===== config.mk =====
export PLATFORM = sky130hd
export DESIGN_NAME = ee_ctrl
export DESIGN_NICKNAME = d
export VERILOG_FILES = /design/src/rtl/ee_pkg.sv /design/src/rtl/ee_array.sv /design/src/rtl/ee_wr_engine.sv /design/src/rtl/ee_ctrl.sv
export SDC_FILE = /design/constraint.sdc
export NUM_CORES = 2
export LEC_CHECK = 0
export ABC_CLOCK_PERIOD_IN_PS = 8000
export BUFFER_PORTS_ARGS = -buffer_cell sky130_fd_sc_hd__buf_2
export CORE_UTILIZATION = 60
export DETAILED_ROUTE_END_ITERATION = 12
export PLACE_DENSITY = 0.87
export SLEW_MARGIN = 20
export SYNTH_ARGS = -nofsm -noshare
export SYNTH_HDL_FRONTEND = slang
export SYNTH_SLANG_ARGS = --single-unit

===== constraint.sdc =====
create_clock -name clk_i -period 8 [get_ports clk_i]
set_input_delay 0.8 -clock clk_i [delete_from_list [all_inputs] [get_ports clk_i]]
set_output_delay 0.8 -clock clk_i [all_outputs]
set_load 0.02 [all_outputs]

===== src/rtl/ee_pkg.sv =====
package ee_pkg;
  localparam int ADDR_W = 9;
  localparam int DATA_W = 8;
  typedef logic [ADDR_W-1:0] addr_t;
  typedef logic [DATA_W-1:0] byte_t;
endpackage


===== src/rtl/ee_array.sv =====
module ee_array
  import ee_pkg::*;
#(
  parameter int DEPTH = 256,
  localparam int IW = $clog2(DEPTH)
) (
  input  logic          clk_i,
  input  logic          we_i,
  input  logic [IW-1:0] waddr_i,
  input  byte_t         wdata_i,
  input  logic [IW-1:0] raddr_i,
  output byte_t         rdata_o
);
  byte_t mem_q [DEPTH];

  always_ff @(posedge clk_i) begin
    if (we_i) mem_q[waddr_i] <= wdata_i;
  end

  assign rdata_o = mem_q[raddr_i];
endmodule


===== src/rtl/ee_wr_engine.sv =====
module ee_wr_engine
  import ee_pkg::*;
#(
  parameter int DEPTH    = 256,
  parameter int WR_TICKS = 5,
  localparam int IW = $clog2(DEPTH),
  localparam int CW = $clog2(WR_TICKS + 1)
) (
  input  logic          clk_i,
  input  logic          supply_ok_i,
  input  logic          tick_i,
  input  logic          start_i,
  input  logic [IW-1:0] addr_i,
  input  byte_t         data_i,
  output logic          busy_o,
  output logic          mem_we_o,
  output logic [IW-1:0] mem_addr_o,
  output byte_t         mem_data_o
);
  logic          busy_q;
  logic [CW-1:0] cnt_q;
  logic [IW-1:0] addr_q;
  byte_t         data_q;

  // Only supply loss resets the engine: a processor reset must not cut a write.
  always_ff @(posedge clk_i) begin
    if (!supply_ok_i) begin
      busy_q <= 1'b0;
      cnt_q  <= '0;
    end else if (start_i && !busy_q) begin
      busy_q <= 1'b1;
      cnt_q  <= CW'(WR_TICKS);
      addr_q <= addr_i;
      data_q <= data_i;
    end else if (busy_q && tick_i) begin
      cnt_q <= cnt_q - 1'b1;
      if (cnt_q == CW'(1)) busy_q <= 1'b0;
    end
  end

  assign busy_o     = busy_q;
  assign mem_we_o   = busy_q && tick_i && supply_ok_i && (cnt_q == CW'(1));
  assign mem_addr_o = addr_q;
  assign mem_data_o = data_q;

  AST_BUSY_HOLD: assert property (@(posedge clk_i) disable iff (!supply_ok_i)
    (busy_q && !tick_i) |=> busy_q) else $error("busy dropped without tick");
endmodule


===== src/rtl/ee_ctrl.sv =====
module ee_ctrl
  import ee_pkg::*;
#(
  parameter int DEPTH    = 256,
  parameter int WR_TICKS = 5,
  parameter int HALT_CYC = 4,
  parameter int ARM_WIN  = 4,
  localparam int IW = $clog2(DEPTH),
  localparam int HW = $clog2(HALT_CYC + 1),
  localparam int AW = $clog2(ARM_WIN + 1)
) (
  input  logic        clk_i,
  input  logic        rst_ni,
  input  logic        supply_ok_i,
  input  logic        tick_i,
  input  logic        addr_we_i,
  input  logic [8:0]  addr_i,
  input  logic        data_we_i,
  input  logic [7:0]  data_i,
  input  logic        arm_i,
  input  logic        wr_go_i,
  input  logic        rd_go_i,
  output logic [8:0]  addr_o,
  output logic [7:0]  data_o,
  output logic        busy_o,
  output logic        halt_o,
  output logic        err_o
);
  addr_t         addr_q;
  byte_t         data_q;
  logic [HW-1:0] halt_q;
  logic [AW-1:0] arm_q;
  logic          err_q;

  logic          busy;
  logic          rd_ok, wr_ok;
  byte_t         rd_data;
  logic          mem_we;
  logic [IW-1:0] mem_addr;
  byte_t         mem_data;

  assign rd_ok = rd_go_i && !busy && (halt_q == '0);
  assign wr_ok = wr_go_i && !busy && (arm_q != '0) && supply_ok_i;

  always_ff @(posedge clk_i or negedge rst_ni) begin
    if (!rst_ni) begin
      addr_q <= '0;
      data_q <= '0;
      halt_q <= '0;
      arm_q  <= '0;
      err_q  <= 1'b0;
    end else begin
      if (addr_we_i && !busy) addr_q <= addr_i;

      if (rd_ok)          data_q <= rd_data;
      else if (data_we_i) data_q <= data_i;

      if (rd_ok)              halt_q <= HW'(HALT_CYC);
      else if (halt_q != '0)  halt_q <= halt_q - 1'b1;

      if (wr_ok)             arm_q <= '0;
      else if (arm_i)        arm_q <= AW'(ARM_WIN);
      else if (arm_q != '0)  arm_q <= arm_q - 1'b1;

      if (busy && !supply_ok_i) err_q <= 1'b1;
    end
  end

  ee_wr_engine #(.DEPTH(DEPTH), .WR_TICKS(WR_TICKS)) u_eng (
    .clk_i      (clk_i),
    .supply_ok_i(supply_ok_i),
    .tick_i     (tick_i),
    .start_i    (wr_ok),
    .addr_i     (addr_q[IW-1:0]),
    .data_i     (data_q),
    .busy_o     (busy),
    .mem_we_o   (mem_we),
    .mem_addr_o (mem_addr),
    .mem_data_o (mem_data)
  );

  ee_array #(.DEPTH(DEPTH)) u_arr (
    .clk_i  (clk_i),
    .we_i   (mem_we),
    .waddr_i(mem_addr),
    .wdata_i(mem_data),
    .raddr_i(addr_q[IW-1:0]),
    .rdata_o(rd_data)
  );

  assign addr_o = addr_q;
  assign data_o = data_q;
  assign busy_o = busy;
  assign halt_o = (halt_q != '0);
  assign err_o  = err_q;

  AST_RD_LOAD: assert property (@(posedge clk_i) disable iff (!rst_ni)
    (rd_go_i && !busy_o && !halt_o) |=> (data_o == $past(rd_data))) else $error("read load");
  AST_HALT_ON_READ: assert property (@(posedge clk_i) disable iff (!rst_ni)
    (rd_go_i && !busy_o && !halt_o) |=> halt_o) else $error("no halt");
  AST_BUSY_NO_HALT: assert property (@(posedge clk_i) disable iff (!rst_ni)
    (rd_go_i && busy_o && !halt_o) |=> (!halt_o && $stable(data_o))) else $error("busy read");
  AST_ADDR_FROZEN: assert property (@(posedge clk_i) disable iff (!rst_ni)
    busy_o |=> $stable(addr_o)) else $error("addr moved");
  AST_UNARMED_DROP: assert property (@(posedge clk_i) disable iff (!rst_ni)
    (wr_go_i && !busy_o && arm_q == '0) |=> !busy_o) else $error("unarmed write");
  AST_ABORT_ERR: assert property (@(posedge clk_i) disable iff (!rst_ni)
    (busy_o && !supply_ok_i) |=> (err_o && !busy_o)) else $error("abort");
endmodule


==> Yosys cells after proc, flatten, opt, wreduce, memory -nomap -nowiden <==
Memories as Yosys holds them, arrays and structs flattened.
Index checks and enable logic that the tools add are counted.
{ "classes": {"bitwise": 1, "n_eq_ne": 1, "n_mux": 14, "reduce_logical": 24, "add_sub_neg": 3} }
{ "ops": {"columns": ["op", "n"], "rows": [
  ["$mux W3", 7],
  ["$mux W8", 2],
  ["$logic_and A1 B1 Y1", 11],
  ["$reduce_bool A3 Y1", 3],
  ["$sub A3 B1 Y3 const B", 3],
  ["$reduce_bool A2 Y1", 4],
  ["$mux W1", 5],
  ["$reduce_and A2 Y1", 2],
  ["$eq A3 B1 Y1 const B", 1],
  ["$logic_not A3 Y1", 1],
  ["$logic_not A1 Y1", 2],
  ["$reduce_or A2 Y1", 1],
  ["$not A1 Y1", 1]
]} }
{ "totals": {"out_inout_bits": 20, "elab_cells": 54, "ramBits": 2048, "ff_bits": 44, "input_bits": 26, "memories": 1} }
{ "memory_table": {"columns": ["memory", "words", "word_bits", "rd", "rd_ports_with_merged_regs", "wr", "line_no", "text"], "rows": [
  ["u_arr.mem_q", 256, 8, 1, 0, 1, "ee_array.sv:14", "byte_t mem_q [DEPTH];"]
]} }

==> Logic depth before layout (Yosys ltp) <==
{ "logic_depth": {"depth_word": 7, "ltp_mapped": 11, "mapped_depth_nobuf": 8} }

==> Modules after synthesis <==
A second synthesis with hierarchy kept.
{ "unflattened": {"hier_cells": 3867, "area_unflattened_um2": 81216.6} }
{ "modules_own_cells": {"columns": ["mod", "cells_per_inst", "instances", "seq_area_each_um2", "area_each_um2"], "rows": [
  ["ee_array", 3725, 1, 61499.0, 79396.1],
  ["ee_ctrl", 99, 1, 600.6, 1108.6],
  ["ee_wr_engine", 43, 1, 560.5, 711.9]
]} }

==> Worst setup path before layout <==
Ideal clock, no wire load.
{ "synth_path": {"kind": "reg2reg", "from": "register u_eng.data_q[0] (netlist: u_eng.mem_data_o[0])", "to": "memory u_arr.mem_q[0][0] in the netlist's numbering (data pin)", "setup_ns": 0.817, "t_arrival_ns": 3.228, "path_stages_with_launch": 1, "period_less_slack_ns": 4.046, "required_time_ns": 7.183, "path_slack_ns": 3.954, "n_path_buf": 0, "cell_sequence": "edfxtp_1"} }
{ "synth_lines": {"columns": ["element", "line_no", "text"], "rows": [
  ["start: declaration", "ee_wr_engine.sv:23", "byte_t data_q;"],
  ["start signal: assignment", "ee_wr_engine.sv:34", "data_q <= data_i;"],
  ["end: declaration", "ee_array.sv:14", null]
]} }
Straight into the memory's write port.

==> Worst setup path in the final report <==
{ "layout_path": {"from": "register addr_q[4] (netlist: addr_o[4])", "to": "register data_q[6] (netlist: data_o[6])"} }
{ "layout_between": {"elab_chain_len": 2} }
{ "layout_rtl": {"columns": ["element", "line_no", "text"], "rows": [
  ["start: declaration", "ee_ctrl.sv:29", "addr_t addr_q;"],
  ["start signal: assignment", "ee_ctrl.sv:53", "if (addr_we_i && !busy) addr_q <= addr_i;"],
  ["$mem_v2 Z256 W8", null, null],
  ["$mux W8", "ee_ctrl.sv:55", "if (rd_ok) data_q <= rd_data;"],
  ["end signal: assignment", "ee_ctrl.sv:55", null],
  ["end signal: assignment", "ee_ctrl.sv:56", "else if (data_we_i) data_q <= data_i;"],
  ["end: declaration", "ee_ctrl.sv:30", "byte_t data_q;"]
]} }
No other way between the ends.
A chain may end at the register's enable or synchronous reset.

==> results.cfg <==
[drt]
postRouteAntennaNets = 0
firstDrtPassIters = 7
vias_per_cell = 7.44
detail_route.wirelength_um = 219000
drt_iter0_markers = 8202
vias = 45197
drc = 0
post_drt_wl_per_cell_um = 36.0

[critical_path]
cp.required_ns = 8.74
cp.arrival_ns = 5.49
ff2ff_setup_slack_ns = 3.24
startpoint_type = register
critPathCaptureType = register
cp_max_fo = 64
worstSetupPathType = reg2reg

[cts]
clock_path_buffers = 3
h-tree-depth = 4
clk_latency_ns = 0.84
cts_buffers = 189
postCtsSetupBuffers = 0
cts_tree = done
ctsHoldBuffers = 0
clkTransAtPathRegs_ns = 0.06
cts_resized = 0
root_buffer = clkbuf_16
clock-sinks = 2092

[timing]
slew_violations = 0
hold_viol_final = 0
finalSetupTns_ns = 0
timing.final.crit_share = 0.595
max_clock_freq_mhz = 210
fin_worst_skew_ns = 0.0302
tightestPinTransition_ns = 1.28
rsz0062_at_grt = no
slew_headroom = 0.147
period_needed_ns = 4.76
setup_viol = 0

[floorplan]
start_util = 0.607
dieArea_um2 = 137000
die_h_um = 370
rows = 134
die_w_um = 370
io_pins = 46
core_um2 = 134000

[synthesis]
yosysWarnings = 0
synth_fp_nets = 4108
ys.flop_type = edfxtp_1
yosysSeqAreaShare = 0.770
syn_area_per_cell_um2 = 20.0
ys_ff_latch = 2092
async_flop_share = 0.0115
synth.distinct_cells = 60
synth_edf_count = 2064
syn_area_um2 = 81300
postSynthCellCount = 4076

[pwr]
p_leak_uw = 0.0281
power_uw = 25900
power_density_nw_per_um2 = 290
ir_worst_vdd_v = 0.000189

[job]
maxCapViolCount = 0

[final_layout]
syn2layout_area_growth_pct = 9.54
final_cell_area_um2 = 89100
nets = 4179
drive_above_1_share = 0.176
fin_util = 0.665

[place]
postPlaceCellArea_um2 = 83100
place_hpwl_um = 118000
io_buffers = 45
gp_congestion = 0.920

[hold_path]
hold_path_class = in2async

[global_route]
grt_max_degree = 225
grt_pass1_vias = 44200
grtUsageTotal = 0.320
grt_pass1_wl_um = 311000
grt.overflow.total = 0
antenna_found_initial = 9

[outcome]
outcome = finished clean
-- stage by stage --
step                setup WS [ns]  hold slack, ns  instances
detailed placement           3.69           0.440       5723
finish                       3.24          0.0654       6073
CTS                          3.52          0.0161       6068
floorplan                    3.95           0.443       4076
global placement             3.59           0.437       5723
global route                 3.30          0.0527       6069
-- final timing paths --
| kind | endpoint | cells after the start | start |
|---|---|---|---|
| worst max-delay path | data_o[6]$_DFFE_PN0P_ | 7 | addr_o[4]$_DFFE_PN0P_ |
| worst min-delay path | halt_q[0]$_DFFE_PN0P_ | 1 | rst_ni |
| worst max register to register | data_o[6]$_DFFE_PN0P_ | 7 | addr_o[4]$_DFFE_PN0P_ |
| worst min register to register | err_o$_DFFE_PN0P_ | 1 | err_o$_DFFE_PN0P_ |
| max in group asynchronous | addr_o[1]$_DFFE_PN0P_ | 1 | rst_ni |
| min in group clk_i | arm_q[0]$_DFFE_PN0P_ | 2 | arm_i |
-- cell families (layout without fill, tap and decap cells) --
family / Yosys count / after routing / share of synthesized area
compound gates: 446 / 446 / 0.0402
xor+xnor: 2 / 2 / 0.000215
fa+ha+maj: 6 / 6 / 0.000923
buf+inv: 253 / 478 / 0.0176
flops: 2092 / 2092 / 0.770
mux: 701 / 701 / 0.138
other cells: 0 / 4 / 0
simple gates: 576 / 576 / 0.0323
-- power by group --
| part | internal, uW | switching [uW] | total, uW |
|---|---|---|---|
| combinational | 1500 | 2910 | 4420 |
| sequential | 12400 | 132 | 12500 |
| clock | 4840 | 4070 | 8910 |
-- routing by layer --
layer,global-route usage,share of wire,up-vias
li1,-,-,16940
met4,0.186,0.073,14
met5,0,0.00054,-
met2,0.490,0.46,4763
met3,0.104,0.15,1003
met1,0.405,0.32,22477
-- area by class of cell --
type                    instances  area, um^2
diodes                          4        10.0
clock buffers                 240        4980
clock inverters               105         955
fillers                      7496       44900
inverters                      12        45.0
multi-input cells            1731       17300
flip-flops and latches       2092       62700
well taps                    1768        2210
repair buffers                121         903
-- cells in the final DEF, fill, tap and decap left out, drive strengths merged, types with 30 or more instances in the layout --
cell type  netlist  layout
edfxtp        2064    2064
mux2i          347     347
mux4           337     337
nor2           297     297
clkbuf          70     240
a22oi          210     210
buf            171     121
nand2          103     103
clkinv           0      80
nand3           41      41
a21oi           41      41
a221oi          39      39
o22ai           38      38
nand4           30      30
-- synthesized netlist by cell type, types with 30 or more instances --
cell	count	area (um^2)
nand3_1	41	205
edfxtp_1	2064	62000
a221oi_1	39	342
mux2i_1	347	3470
buf_4	51	383
nor2_1	296	1110
clkbuf_1	70	263
a22oi_1	210	1580
mux4_2	337	7590
buf_2	81	405
nand4_1	30	188
o22ai_1	38	238
nand2_1	103	387
a21oi_1	41	205
-- state kept, by name, indices dropped and copies added (netlist names) --
name	flops
u_arr.mem_q	2048
err_o	1
addr_o	9
u_eng.mem_addr_o	8
u_eng.cnt_q	3
data_o	8
halt_q	3
arm_q	3
u_eng.mem_data_o	8
u_eng.busy_o	1
-- worst max-delay path, stage by stage (launching register included) --
cell     delay [ns]
dfrtp_4        0.40
buf_4          0.90
nand2_1        0.82
nor2_2         1.09
nand3_1        0.25
a41oi_1        0.57
nor4_1         0.27
a32oi_1        0.30
Power figures use the tool's default switching activity.
